**config.mk**
```make
export PLATFORM = sky130hd
export DESIGN_NAME = bad_block_scanner
export DESIGN_NICKNAME = d
export VERILOG_FILES = /design/src/rtl/bbs_pkg.sv /design/src/rtl/bbs_seq.sv /design/src/rtl/bbs_map.sv /design/src/rtl/bbs_tally.sv /design/src/rtl/bad_block_scanner.sv
export SDC_FILE = /design/constraint.sdc
export NUM_CORES = 1
export LEC_CHECK = 0
export BUFFER_PORTS_ARGS = -buffer_cell sky130_fd_sc_hd__buf_2
export CAP_MARGIN = 20
export CORE_MARGIN = 3
export CORE_UTILIZATION = 25
export DETAILED_ROUTE_END_ITERATION = 8
export HOLD_SLACK_MARGIN = 0.05
export MAX_ROUTING_LAYER = met4
export SLEW_MARGIN = 0
export SYNTH_ARGS = -nofsm -noshare
export SYNTH_HDL_FRONTEND = slang
export SYNTH_SLANG_ARGS = --single-unit
export TNS_END_PERCENT = 10
```
**constraint.sdc**
```tcl
create_clock -name clk -period 3.6 [get_ports clk]
set_clock_uncertainty 0.1 [all_clocks]
set_input_delay 0.54 -clock clk [delete_from_list [all_inputs] [get_ports clk]]
set_output_delay 0.54 -clock clk [all_outputs]
set_load 0.03 [all_outputs]
```
**src/rtl/bbs_pkg.sv**
```systemverilog
// Shared types for the bad block scanner.
package bbs_pkg;
    // Sequencer states: waiting, sending a request, waiting for its byte, final pulse.
    typedef enum logic [1:0] {
        ST_IDLE   = 2'd0,
        ST_ISSUE  = 2'd1,
        ST_WAIT   = 2'd2,
        ST_FINISH = 2'd3
    } scan_st_t;
endpackage

```
**src/rtl/bbs_seq.sv**
```systemverilog
// Scan sequencer: steps through every block, reads the marker byte of pages
// 0 and 1, and reports one verdict per block on the commit strobe.
// Assumes the read port answers every request with exactly one valid pulse.
module bbs_seq
    import bbs_pkg::*;
#(
    parameter int NUM_BLOCKS = 512,
    parameter int PAGE_W     = 6,
    parameter logic [7:0] GOOD_BYTE = 8'hFF,
    localparam int BLK_W     = $clog2(NUM_BLOCKS),
    localparam int ROW_W     = BLK_W + PAGE_W
) (
    input  logic             clk,
    input  logic             rst_n,
    input  logic             start_i,
    input  logic             rd_valid_i,
    input  logic [7:0]       rd_data_i,
    output logic             busy_o,
    output logic             done_o,
    output logic             rd_req_o,
    output logic [ROW_W-1:0] rd_row_o,
    output logic             clear_o,
    output logic             commit_o,
    output logic             commit_bad_o,
    output logic [BLK_W-1:0] commit_blk_o
);
    localparam logic [BLK_W-1:0] LAST_BLK = BLK_W'(NUM_BLOCKS - 1);

    scan_st_t         state_q;
    logic [BLK_W-1:0] blk_q;
    logic             page_q;
    logic             bad_acc_q;
    logic             byte_bad;

    // Marker byte verdict for the byte currently returned.
    always_comb byte_bad = (rd_data_i != GOOD_BYTE);

    // State, block counter, page select and page-0 verdict accumulator.
    always_ff @(posedge clk) begin
        if (!rst_n) begin
            state_q   <= ST_IDLE;
            blk_q     <= '0;
            page_q    <= 1'b0;
            bad_acc_q <= 1'b0;
        end else begin
            case (state_q)
                ST_IDLE: begin
                    if (start_i) begin
                        state_q   <= ST_ISSUE;
                        blk_q     <= '0;
                        page_q    <= 1'b0;
                        bad_acc_q <= 1'b0;
                    end
                end
                ST_ISSUE: state_q <= ST_WAIT;
                ST_WAIT: begin
                    if (rd_valid_i) begin
                        if (!page_q) begin
                            page_q    <= 1'b1;
                            bad_acc_q <= byte_bad;
                            state_q   <= ST_ISSUE;
                        end else begin
                            page_q    <= 1'b0;
                            bad_acc_q <= 1'b0;
                            if (blk_q == LAST_BLK) begin
                                state_q <= ST_FINISH;
                            end else begin
                                blk_q   <= blk_q + BLK_W'(1);
                                state_q <= ST_ISSUE;
                            end
                        end
                    end
                end
                default: state_q <= ST_IDLE;
            endcase
        end
    end

    // Request and strobe outputs decoded from the state.
    always_comb begin
        busy_o       = (state_q != ST_IDLE);
        done_o       = (state_q == ST_FINISH);
        rd_req_o     = (state_q == ST_ISSUE);
        rd_row_o     = {blk_q, {(PAGE_W-1){1'b0}}, page_q};
        clear_o      = (state_q == ST_IDLE) && start_i;
        commit_o     = (state_q == ST_WAIT) && rd_valid_i && page_q;
        commit_bad_o = bad_acc_q | byte_bad;
        commit_blk_o = blk_q;
    end

    AST_REQ_PULSE: assert property (@(posedge clk) disable iff (!rst_n)
        rd_req_o |=> !rd_req_o);
    AST_ONE_IN_FLIGHT: assert property (@(posedge clk) disable iff (!rst_n)
        (rd_req_o && !rd_valid_i) |=> !rd_req_o);
    AST_DONE_PULSE: assert property (@(posedge clk) disable iff (!rst_n)
        done_o |=> (!done_o && !busy_o));
    AST_NO_REQ_IDLE: assert property (@(posedge clk) disable iff (!rst_n)
        !busy_o |-> !rd_req_o);
    AST_PAGE_ORDER: assert property (@(posedge clk) disable iff (!rst_n)
        (rd_req_o && rd_row_o[0]) |-> $stable(rd_row_o[ROW_W-1:PAGE_W]));
endmodule

```
**src/rtl/bbs_map.sv**
```systemverilog
// Defect map: one bit per block, cleared as a scan starts, set on a defective
// verdict, read combinationally by block number.
// Assumes set and clear never arrive in the same cycle (start is only accepted when idle).
module bbs_map #(
    parameter int NUM_BLOCKS = 512,
    localparam int BLK_W     = $clog2(NUM_BLOCKS)
) (
    input  logic             clk,
    input  logic             rst_n,
    input  logic             clr_i,
    input  logic             set_i,
    input  logic [BLK_W-1:0] set_blk_i,
    input  logic [BLK_W-1:0] q_blk_i,
    output logic             q_bad_o
);
    logic [NUM_BLOCKS-1:0] map_q;

    // Map storage: reset and start clear it, a defective verdict sets one bit.
    always_ff @(posedge clk) begin
        if (!rst_n || clr_i) begin
            map_q <= '0;
        end else if (set_i) begin
            map_q[set_blk_i] <= 1'b1;
        end
    end

    generate
        if ((2 ** BLK_W) == NUM_BLOCKS) begin : g_full
            // Query port when every block number is a real block.
            always_comb q_bad_o = map_q[q_blk_i];
        end else begin : g_guard
            // Query port with out-of-range block numbers reading as good.
            always_comb q_bad_o = (int'(q_blk_i) < NUM_BLOCKS) ? map_q[q_blk_i] : 1'b0;
        end
    endgenerate

    AST_MAP_SET: assert property (@(posedge clk) disable iff (!rst_n)
        (set_i && !clr_i) |=> map_q[$past(set_blk_i)]);
    AST_MAP_CLEARED: assert property (@(posedge clk) disable iff (!rst_n)
        clr_i |=> (map_q == '0));
endmodule

```
**src/rtl/bbs_tally.sv**
```systemverilog
// Defect tally: counts defective verdicts and keeps the over-limit and
// block-0 anomaly flags. Assumes at most one verdict per cycle.
module bbs_tally #(
    parameter int NUM_BLOCKS = 512,
    parameter int MAX_BAD    = 10,
    localparam int BLK_W     = $clog2(NUM_BLOCKS),
    localparam int CNT_W     = $clog2(NUM_BLOCKS + 1)
) (
    input  logic             clk,
    input  logic             rst_n,
    input  logic             clr_i,
    input  logic             commit_i,
    input  logic             bad_i,
    input  logic [BLK_W-1:0] blk_i,
    output logic [CNT_W-1:0] count_o,
    output logic             over_o,
    output logic             blk0_o
);
    localparam logic [CNT_W-1:0] LIMIT = CNT_W'(MAX_BAD);

    // Count and flags: cleared at start, updated on each defective verdict.
    always_ff @(posedge clk) begin
        if (!rst_n || clr_i) begin
            count_o <= '0;
            over_o  <= 1'b0;
            blk0_o  <= 1'b0;
        end else if (commit_i && bad_i) begin
            count_o <= count_o + CNT_W'(1);
            if (count_o >= LIMIT) over_o <= 1'b1;
            if (blk_i == '0)      blk0_o <= 1'b1;
        end
    end

    AST_COUNT_STEP: assert property (@(posedge clk) disable iff (!rst_n)
        !clr_i |=> (count_o == $past(count_o)) || (count_o == $past(count_o) + CNT_W'(1)));
    AST_OVER_TRACKS: assert property (@(posedge clk) disable iff (!rst_n)
        over_o |-> (count_o > LIMIT));
    AST_OVER_RAISED: assert property (@(posedge clk) disable iff (!rst_n)
        (count_o > LIMIT) |-> over_o);
    AST_BLK0_COUNTED: assert property (@(posedge clk) disable iff (!rst_n)
        blk0_o |-> (count_o != '0));
endmodule

```
**src/rtl/bad_block_scanner.sv**
```systemverilog
// Bad block scanner top: joins the sequencer, defect map and tally.
// Assumes the read port returns one byte per request and no unsolicited bytes.
module bad_block_scanner #(
    parameter int NUM_BLOCKS = 512,
    parameter int PAGE_W     = 6,
    parameter int COL_W      = 12,
    parameter int MARK_COL   = 2048,
    parameter int MAX_BAD    = 10,
    localparam int BLK_W     = $clog2(NUM_BLOCKS),
    localparam int ROW_W     = BLK_W + PAGE_W,
    localparam int CNT_W     = $clog2(NUM_BLOCKS + 1)
) (
    input  logic             clk,
    input  logic             rst_n,
    input  logic             start_i,
    output logic             busy_o,
    output logic             done_o,
    output logic [CNT_W-1:0] bad_count_o,
    output logic             over_limit_o,
    output logic             blk0_bad_o,
    output logic             rd_req_o,
    output logic [ROW_W-1:0] rd_row_o,
    output logic [COL_W-1:0] rd_col_o,
    input  logic             rd_valid_i,
    input  logic [7:0]       rd_data_i,
    input  logic [BLK_W-1:0] q_blk_i,
    output logic             q_bad_o
);
    logic             clear;
    logic             commit;
    logic             commit_bad;
    logic [BLK_W-1:0] commit_blk;

    // Marker column is fixed: first byte of the spare area.
    always_comb rd_col_o = COL_W'(MARK_COL);

    bbs_seq #(
        .NUM_BLOCKS (NUM_BLOCKS),
        .PAGE_W     (PAGE_W)
    ) u_seq (
        .clk          (clk),
        .rst_n        (rst_n),
        .start_i      (start_i),
        .rd_valid_i   (rd_valid_i),
        .rd_data_i    (rd_data_i),
        .busy_o       (busy_o),
        .done_o       (done_o),
        .rd_req_o     (rd_req_o),
        .rd_row_o     (rd_row_o),
        .clear_o      (clear),
        .commit_o     (commit),
        .commit_bad_o (commit_bad),
        .commit_blk_o (commit_blk)
    );

    bbs_map #(
        .NUM_BLOCKS (NUM_BLOCKS)
    ) u_map (
        .clk       (clk),
        .rst_n     (rst_n),
        .clr_i     (clear),
        .set_i     (commit && commit_bad),
        .set_blk_i (commit_blk),
        .q_blk_i   (q_blk_i),
        .q_bad_o   (q_bad_o)
    );

    bbs_tally #(
        .NUM_BLOCKS (NUM_BLOCKS),
        .MAX_BAD    (MAX_BAD)
    ) u_tally (
        .clk      (clk),
        .rst_n    (rst_n),
        .clr_i    (clear),
        .commit_i (commit),
        .bad_i    (commit_bad),
        .blk_i    (commit_blk),
        .count_o  (bad_count_o),
        .over_o   (over_limit_o),
        .blk0_o   (blk0_bad_o)
    );

    AST_START_IGNORED: assert property (@(posedge clk) disable iff (!rst_n)
        (busy_o && !done_o && start_i) |=> busy_o);
    AST_COUNT_BOUND: assert property (@(posedge clk) disable iff (!rst_n)
        int'(bad_count_o) <= NUM_BLOCKS);
endmodule

```
==> flow_summary.rst, run 1 <==
.. list-table::
   :header-rows: 1

   * - Metric
     - Value
   * - Status
     - finished clean
   * - Io pins
     - 64
   * - IO Port Bufs
     - 46
   * - Startpoint class of the critical path
     - input port
   * - Pwr Total
     - 12.25 mW
   * - Total area of sequential cells
     - 0.01075 mm^2
   * - Synth Register Bits
     - 537
   * - Total routed wirelength
     - 65170 um
   * - Net count, final
     - 2396
   * - Post-detailed-placement half-perimeter wirelength
     - 39260 um
   * - Filler Cell Count
     - 8981
   * - Antenna diode count
     - 0
   * - Via count of the first global-routing pass
     - 16700
   * - Worst slack after detailed placement
     - -0.07701 ns
   * - Worst vdd ir
     - 422.4 uV
   * - Startpoint of the most critical hold path
     - rst_n
   * - Setup CP Type
     - in2out
   * - Critical Path Most Common Cell
     - buf_12
   * - Total placed cells including tap cells
     - 3450
   * - Die footprint
     - 0.09082 mm^2
   * - Worst R2R Start
     - u_seq.commit_blk_o[0]
   * - Ordered list of cells on the worst path
     - buf_12 > buf_16 > buf_12 > mux2i_1 > o221ai_1 > o21ai_0 > a21oi_1 > nor4_1 > buf_4 > a2111o_1 > o2111ai_2 > buf_6
   * - Worst hold path depth
     - 2
   * - CTS Buf Count
     - 56
   * - Portion of the post-synthesis area used by sequential elements
     - 0.4929
   * - Vias post-DR
     - 17440
   * - PnR worst setup slack
     - 0.1004 ns
   * - Normalized max-slew margin
     - 0.3930
   * - Total GRT Usage
     - 0.1438
   * - Synthesis warning total
     - 0
   * - Count of buffers added by post-CTS timing repair for setup
     - 0
   * - Most frequently used flop master after synthesis
     - dfxtp_1
   * - Share of flip-flops with an asynchronous set or reset
     - 0
   * - Minimum clock period after layout
     - 3.500 ns
   * - Final period util
     - 0.9721
   * - Chip height
     - 301.4 um
   * - End of the worst hold path
     - u_seq.state_q[1]
   * - Cell Count, Final, Fillers Out
     - 3549
   * - Number of violations of the max-capacitance limit
     - 0
   * - TritonCTS clock tree
     - yes
   * - Cell leakage power
     - 9.094 nW
   * - H-Tree Depth
     - 2
   * - Most common library cell in the layout ignoring fill and taps
     - nor2_1
   * - Required time at the worst-slack endpoint
     - 2.96 ns
   * - TNS Setup
     - 0 ns
   * - Largest driver fanout on the critical path
     - 16
   * - Combined area of the multi-input logic cells
     - 0.009787 mm^2
   * - Crit end category
     - primary output
   * - Global-route wire length before repair
     - 100800 um
   * - Commonest cells after routing, fill and taps aside
     - nor2_1, dfxtp_1, a21oi_1, mux2i_1, buf_4
   * - Fraction of layout instances using a drive strength above 1
     - 0.1401
   * - Transition at the pin with the smallest max-transition slack
     - 0.9071 ns
   * - Final global-route overflow total
     - 0
   * - Worst-path clk slew
     - 0.06 ns
   * - Number of distinct standard cells referenced by the synthesized netlist
     - 62
   * - Slew Limit Fails
     - 0
   * - Total power per unit cell area
     - 484.2 mW/mm^2
   * - Final ANT Viol Nets
     - 0
   * - Fmax
     - 285.7 MHz
   * - Cell Area, Placed
     - 0.02339 mm^2
   * - CP arrival
     - 2.86 ns
   * - Slowest cell on crit path
     - nor4_1
   * - Clock latency of the later-clocked register in the worst-skew pair
     - 0.60 ns
   * - Unrepaired setup endpoints after global routing
     - no
   * - Summed instance area of the synthesized netlist
     - 0.02181 mm^2
   * - Maximum number of pins on one net before global-route repair
     - 167
   * - Total count of hold-check failures in the final report
     - 0
   * - Die Span X
     - 301.4 um
   * - Number of synthesized flops with an enable pin
     - 0
   * - Initial core utilization
     - 0.2542
   * - Post-cts hold buffer count
     - 0
   * - Delay contributed by the slowest stage of the critical path
     - 0.36 ns
   * - DR DRC count
     - 0
   * - Final setup fails
     - 0
   * - Routed wire per std cell
     - 18.36 um
   * - Post-Route Utilization
     - 0.2948
   * - Antenna violations before repair
     - 1
   * - Iteration-0 DRC Markers
     - 1385
   * - Gpl congestion
     - 0.8355
   * - Post-synthesis average cell area
     - 9.246 um^2
   * - Library cell used as clock root buffer
     - clkbuf_16
   * - Worst-case hold slack
     - 0.1496 ns
   * - Layout-stage area growth over the synthesis result
     - 15.99%
   * - Core outline area
     - 0.08582 mm^2
   * - Clock Path Buffers
     - 3
   * - Depth of the worst register-to-register path
     - 11
   * - Final non-filler cell area
     - 0.02530 mm^2
   * - Number of vias per cell
     - 4.913
   * - End of the worst register-to-register path
     - u_seq.commit_blk_o[7]
   * - Number of sinks on the clock net
     - 537
   * - Register-to-register path setup slack
     - 0.82 ns
   * - Worst min path class
     - in2reg
   * - Number of cells produced by synthesis
     - 2359
   * - First-pass detailed-route iteration total
     - 5
   * - Floorplan row count
     - 107
## per-layer routing
layer | vias to the layer above | global-route usage | share of wire
met3 | 137 | 0.01800 | 0.051
met4 | 0 | 0.04684 | 0.029
li1 | 8255 | - | -
met2 | 510 | 0.2365 | 0.48
met1 | 8534 | 0.1834 | 0.44
met5 | - | - | 0
## power by group
group          switching [mW]  internal, mW  leakage (nW)  total [mW]
registers             0.00431          5.94          4.32        5.95
logic                   0.432         0.211          3.89       0.643
clock network            2.38          3.28         0.885        5.66
## flip-flops by register name, summed over array words and instances (netlist names)
register / flops
u_map.map_q: 512
u_seq.bad_acc_q: 1
u_seq.commit_blk_o: 9
u_seq.page_q: 1
u_seq.state_q: 2
u_tally.blk0_o: 1
u_tally.count_o: 10
u_tally.over_o: 1
## repair_timing
action | CTS | global route
endpoints found under the setup margin | 1 | 1
hold endpoints to repair | 0 | 0
pin swaps | 1 | 3
cloned | 2 | 0
resized for setup | 4 | 3
## kinds of logic (layout without fill, tap and decap cells)
group                    count (synthesis)  in the layout  share of synthesized area
other                                    2             17                  0.0003443
multiplexers                           190            190                     0.1314
XOR/XNOR                                15             15                   0.006023
flip-flops                             537            537                     0.4929
AO/OA/AOI/OAI                          681            681                     0.1744
adder cells (fa/ha/maj)                  7              7                   0.004015
AND/OR/NAND/NOR                        685            685                     0.1276
buffers and inverters                  242            273                    0.06333
## area by class of cell
class | instances | area share
Sequential cell | 537 | 0.4249
Multi-Input combinational cell | 1595 | 0.3869
Clock buffer | 83 | 0.06662
Timing Repair Buffer | 167 | 0.05930
Tap cell | 1144 | 0.05658
Clock inverter | 12 | 0.004056
Inverter | 11 | 0.001632
## worst max-delay path, delay by kind of cell
kind	cells	cell delay, ns
AOI/OAI and AO/OA	5	0.83
buffers and inverters	5	0.90
muxes	1	0.19
and+or+nand+nor	1	0.36
## worst max path at each step
stage                     from  slack [ns]       to
floorplan           q_blk_i[1]        0.41  q_bad_o
global placement    q_blk_i[0]       -0.13  q_bad_o
detailed placement  q_blk_i[0]       -0.08  q_bad_o
CTS                 q_blk_i[0]        0.03  q_bad_o
global route        q_blk_i[0]       0.004  q_bad_o
finish              q_blk_i[0]        0.10  q_bad_o
## synthesized netlist by cell type (11+ instances only)
library cell	number	area, um^2
dfxtp_1	537	10750
nor2_1	584	2192
nand3_1	14	70.07
clkbuf_8	11	151.4
o21ai_0	17	85.08
clkbuf_1	136	510.5
buf_1	14	52.55
xor2_1	11	96.34
buf_4	19	142.6
a21oi_1	532	2663
buf_2	28	140.1
and3_1	16	100.1
o22ai_1	23	143.9
mux2i_1	118	1181
a31oi_1	20	125.1
mux4_2	55	1239
mux4_1	17	446.7
o221ai_1	52	455.4
nand2_1	16	60.06
No activity file was read; power rests on OpenSTA's default activity.
==> run 2: changes to the inputs <==
--- a/config.mk
+++ b/config.mk
@@ -8,10 +8,11 @@
 export BUFFER_PORTS_ARGS = -buffer_cell sky130_fd_sc_hd__buf_2
 export CAP_MARGIN = 20
 export CORE_MARGIN = 3
-export CORE_UTILIZATION = 25
+export CORE_UTILIZATION = 64
 export DETAILED_ROUTE_END_ITERATION = 8
 export HOLD_SLACK_MARGIN = 0.05
 export MAX_ROUTING_LAYER = met4
+export PLACE_DENSITY = 0.82
 export SLEW_MARGIN = 0
 export SYNTH_ARGS = -nofsm -noshare
 export SYNTH_HDL_FRONTEND = slang
==> flow_summary.rst, run 2 (synthesized netlist as in run 1, its figures left out) <==
.. list-table::
   :header-rows: 1

   * - Metric
     - Value
   * - Status
     - finished clean (unchanged)
   * - H-Tree Depth
     - 2 (unchanged)
   * - Filler Cell Count
     - 2219 (was 8981)
   * - Number of vias per cell
     - 6.552 (was 4.913)
   * - Worst vdd ir
     - 484.2 uV (was 422.4 uV)
   * - Ordered list of cells on the worst path
     - buf_12 > buf_12 > mux4_2 > mux4_2 > nand2_1 > o311ai_1 > a31oi_2 > o2111ai_4 > buf_4 (was buf_12 > buf_16 > buf_12 > mux2i_1 > o221ai_1 > o21ai_0 > a21oi_1 > nor4_1 > buf_4 > a2111o_1 > o2111ai_2 > buf_6)
   * - Required time at the worst-slack endpoint
     - 2.96 ns (about the same)
   * - TNS Setup
     - 0 ns (unchanged)
   * - Antenna violations before repair
     - 0 (was 1)
   * - Minimum clock period after layout
     - 3.544 ns (was 3.500 ns)
   * - Routed wire per std cell
     - 22.15 um (was 18.36 um)
   * - Final ANT Viol Nets
     - 0 (unchanged)
   * - CTS Buf Count
     - 52 (was 56)
   * - Chip height
     - 190.6 um (was 301.4 um)
   * - Via count of the first global-routing pass
     - 17880 (was 16700)
   * - Worst hold path depth
     - 2 (unchanged)
   * - Met2 usage
     - 0.5302 (was 0.2365)
   * - Number of sinks on the clock net
     - 537 (unchanged)
   * - Clock latency of the later-clocked register in the worst-skew pair
     - 0.57 ns (was 0.60 ns)
   * - End of the worst hold path
     - u_seq.state_q[1] (unchanged)
   * - Iteration-0 DRC Markers
     - 2495 (was 1385)
   * - Global-route wire length before repair
     - 97350 um (was 100800 um)
   * - Delay contributed by the slowest stage of the critical path
     - 0.51 ns (was 0.36 ns)
   * - TritonCTS clock tree
     - yes (unchanged)
   * - Clock Path Buffers
     - 3 (unchanged)
   * - Io pins
     - 64 (unchanged)
   * - Total count of hold-check failures in the final report
     - 0 (unchanged)
   * - Startpoint class of the critical path
     - input port (unchanged)
   * - Fmax
     - 282.2 MHz (was 285.7 MHz)
   * - CP arrival
     - 2.90 ns (was 2.86 ns)
   * - Die footprint
     - 0.03633 mm^2 (was 0.09082 mm^2)
   * - Total GRT Usage
     - 0.3464 (was 0.1438)
   * - End of the worst register-to-register path
     - u_seq.commit_blk_o[7] (unchanged)
   * - Worst min path class
     - in2reg (unchanged)
   * - Fraction of layout instances using a drive strength above 1
     - 0.1282 (was 0.1401)
   * - Die Span X
     - 190.6 um (was 301.4 um)
   * - Vias post-DR
     - 18500 (was 17440)
   * - Total power per unit cell area
     - 509.1 mW/mm^2 (was 484.2 mW/mm^2)
   * - Post-detailed-placement half-perimeter wirelength
     - 36030 um (was 39260 um)
   * - Final period util
     - 0.9844 (was 0.9721)
   * - Depth of the worst register-to-register path
     - 12 (was 11)
   * - Core outline area
     - 0.03303 mm^2 (was 0.08582 mm^2)
   * - First-pass detailed-route iteration total
     - 6 (was 5)
   * - Normalized max-slew margin
     - 0.2496 (was 0.3930)
   * - Number of violations of the max-capacitance limit
     - 0 (unchanged)
   * - Most common library cell in the layout ignoring fill and taps
     - nor2_1 (unchanged)
   * - Register-to-register path setup slack
     - 0.88 ns (was 0.82 ns)
   * - Max FFs per register
     - 512 (unchanged)
   * - Worst R2R Start
     - u_seq.commit_blk_o[0] (unchanged)
   * - Worst-path clk slew
     - 0.06 ns (about the same)
   * - Final global-route overflow total
     - 0 (unchanged)
   * - Transition at the pin with the smallest max-transition slack
     - 1.121 ns (was 0.9071 ns)
   * - Net count, final
     - 2365 (was 2396)
   * - Largest driver fanout on the critical path
     - 11 (was 16)
   * - Register with the most flip-flops
     - u_map.map_q (unchanged)
   * - DR DRC count
     - 0 (unchanged)
   * - Pwr Total
     - 12.37 mW (was 12.25 mW)
   * - Crit end category
     - primary output (unchanged)
   * - Initial core utilization
     - 0.6603 (was 0.2542)
   * - Global routing met1 resource utilization
     - 0.4491 (was 0.1834)
   * - IO Port Bufs
     - 46 (unchanged)
   * - Busiest grt layer
     - met2 (unchanged)
   * - Startpoint of the most critical hold path
     - rst_n (unchanged)
   * - Total routed wirelength
     - 62560 um (was 65170 um)
   * - Maximum number of pins on one net before global-route repair
     - 175 (was 167)
   * - Setup CP Type
     - in2out (unchanged)
   * - Met3 track utilization from global routing
     - 0.06563 (was 0.01800)
   * - Gpl congestion
     - 0.8953 (was 0.8355)
   * - Slew Limit Fails
     - 0 (unchanged)
   * - Cell leakage power
     - 8.996 nW (was 9.094 nW)
   * - Slowest cell on crit path
     - mux4_2 (was nor4_1)
   * - Library cell used as clock root buffer
     - clkbuf_16 (unchanged)
   * - Commonest cells after routing, fill and taps aside
     - nor2_1, dfxtp_1, a21oi_1, mux2i_1, buf_4 (unchanged)
   * - Floorplan row count
     - 66 (was 107)
   * - Post-cts hold buffer count
     - 0 (unchanged)
   * - Final setup fails
     - 0 (unchanged)
   * - Unrepaired setup endpoints after global routing
     - no (unchanged)
   * - Layout-stage area growth over the synthesis result
     - 11.39% (was 15.99%)
run 2: layer usage:
layer  vias to the layer above  routed length, um
met1                      8869              24070
met4                         0               2452
met5                         -                  0
met2                      1205              28820
li1                       8215                  -
met3                       215               7213
run 2: worst max path at each step:
stage	slack (ns)	from	cells after the start	to
floorplan	0.41	q_blk_i[1]	9	q_bad_o
global placement	0.07	q_blk_i[0]	10	q_bad_o
detailed placement	0.02	q_blk_i[1]	10	q_bad_o
CTS	0.09	q_blk_i[0]	9	q_bad_o
global route	0.005	u_map.map_q[143]	8	q_bad_o
finish	0.06	q_blk_i[0]	9	q_bad_o
run 2: final cells by class:
cell class	count	area, um^2	area share
multi-input cells	1595	9804	0.4036
clock buffers	74	1545	0.06360
diodes	2	5.005	0.0002060
clock inverters	23	302.8	0.01246
well taps	442	553.0	0.02276
repair buffers	140	1292	0.05320
inverters	11	41.29	0.001700
flip-flops and latches	537	10750	0.4425
run 2: repair_timing:
| action | CTS | global route |
|---|---|---|
| resized for setup | 1 | 12 |
| cloned | 0 | 2 |
| setup endpoints to repair | 1 | 1 |
| pin swaps | 0 | 1 |
| setup buffers | 0 | 3 |
run 2: critical path, delay by kind of cell:
family / cells / cell delay, ns
AND/OR/NAND/NOR: 1 / 0.09
buffers and inverters: 3 / 0.53
AO/OA/AOI/OAI: 3 / 0.73
multiplexers: 2 / 1.00
run 2: per-stage QoR:
step,instances,area (um^2),hold slack [ns],utilization,setup WS (ns)
floorplan,2374,21870,0.3284,-,0.4081
global placement,2712,22200,0.3392,0.6722,0.06862
detailed placement,2714,22240,0.3478,0.6731,0.02206
CTS,2811,24090,0.1731,0.7293,0.08735
global route,2822,24290,0.2010,0.7353,0.004531
finish,2824,24290,0.1834,0.7355,0.05612
run 2: where the power goes:
group	switching, mW	leakage [nW]	total (mW)	internal, mW
Clock	2.31	0.917	5.80	3.49
Combinational	0.423	3.76	0.624	0.200
Sequential	0.00425	4.32	5.95	5.94
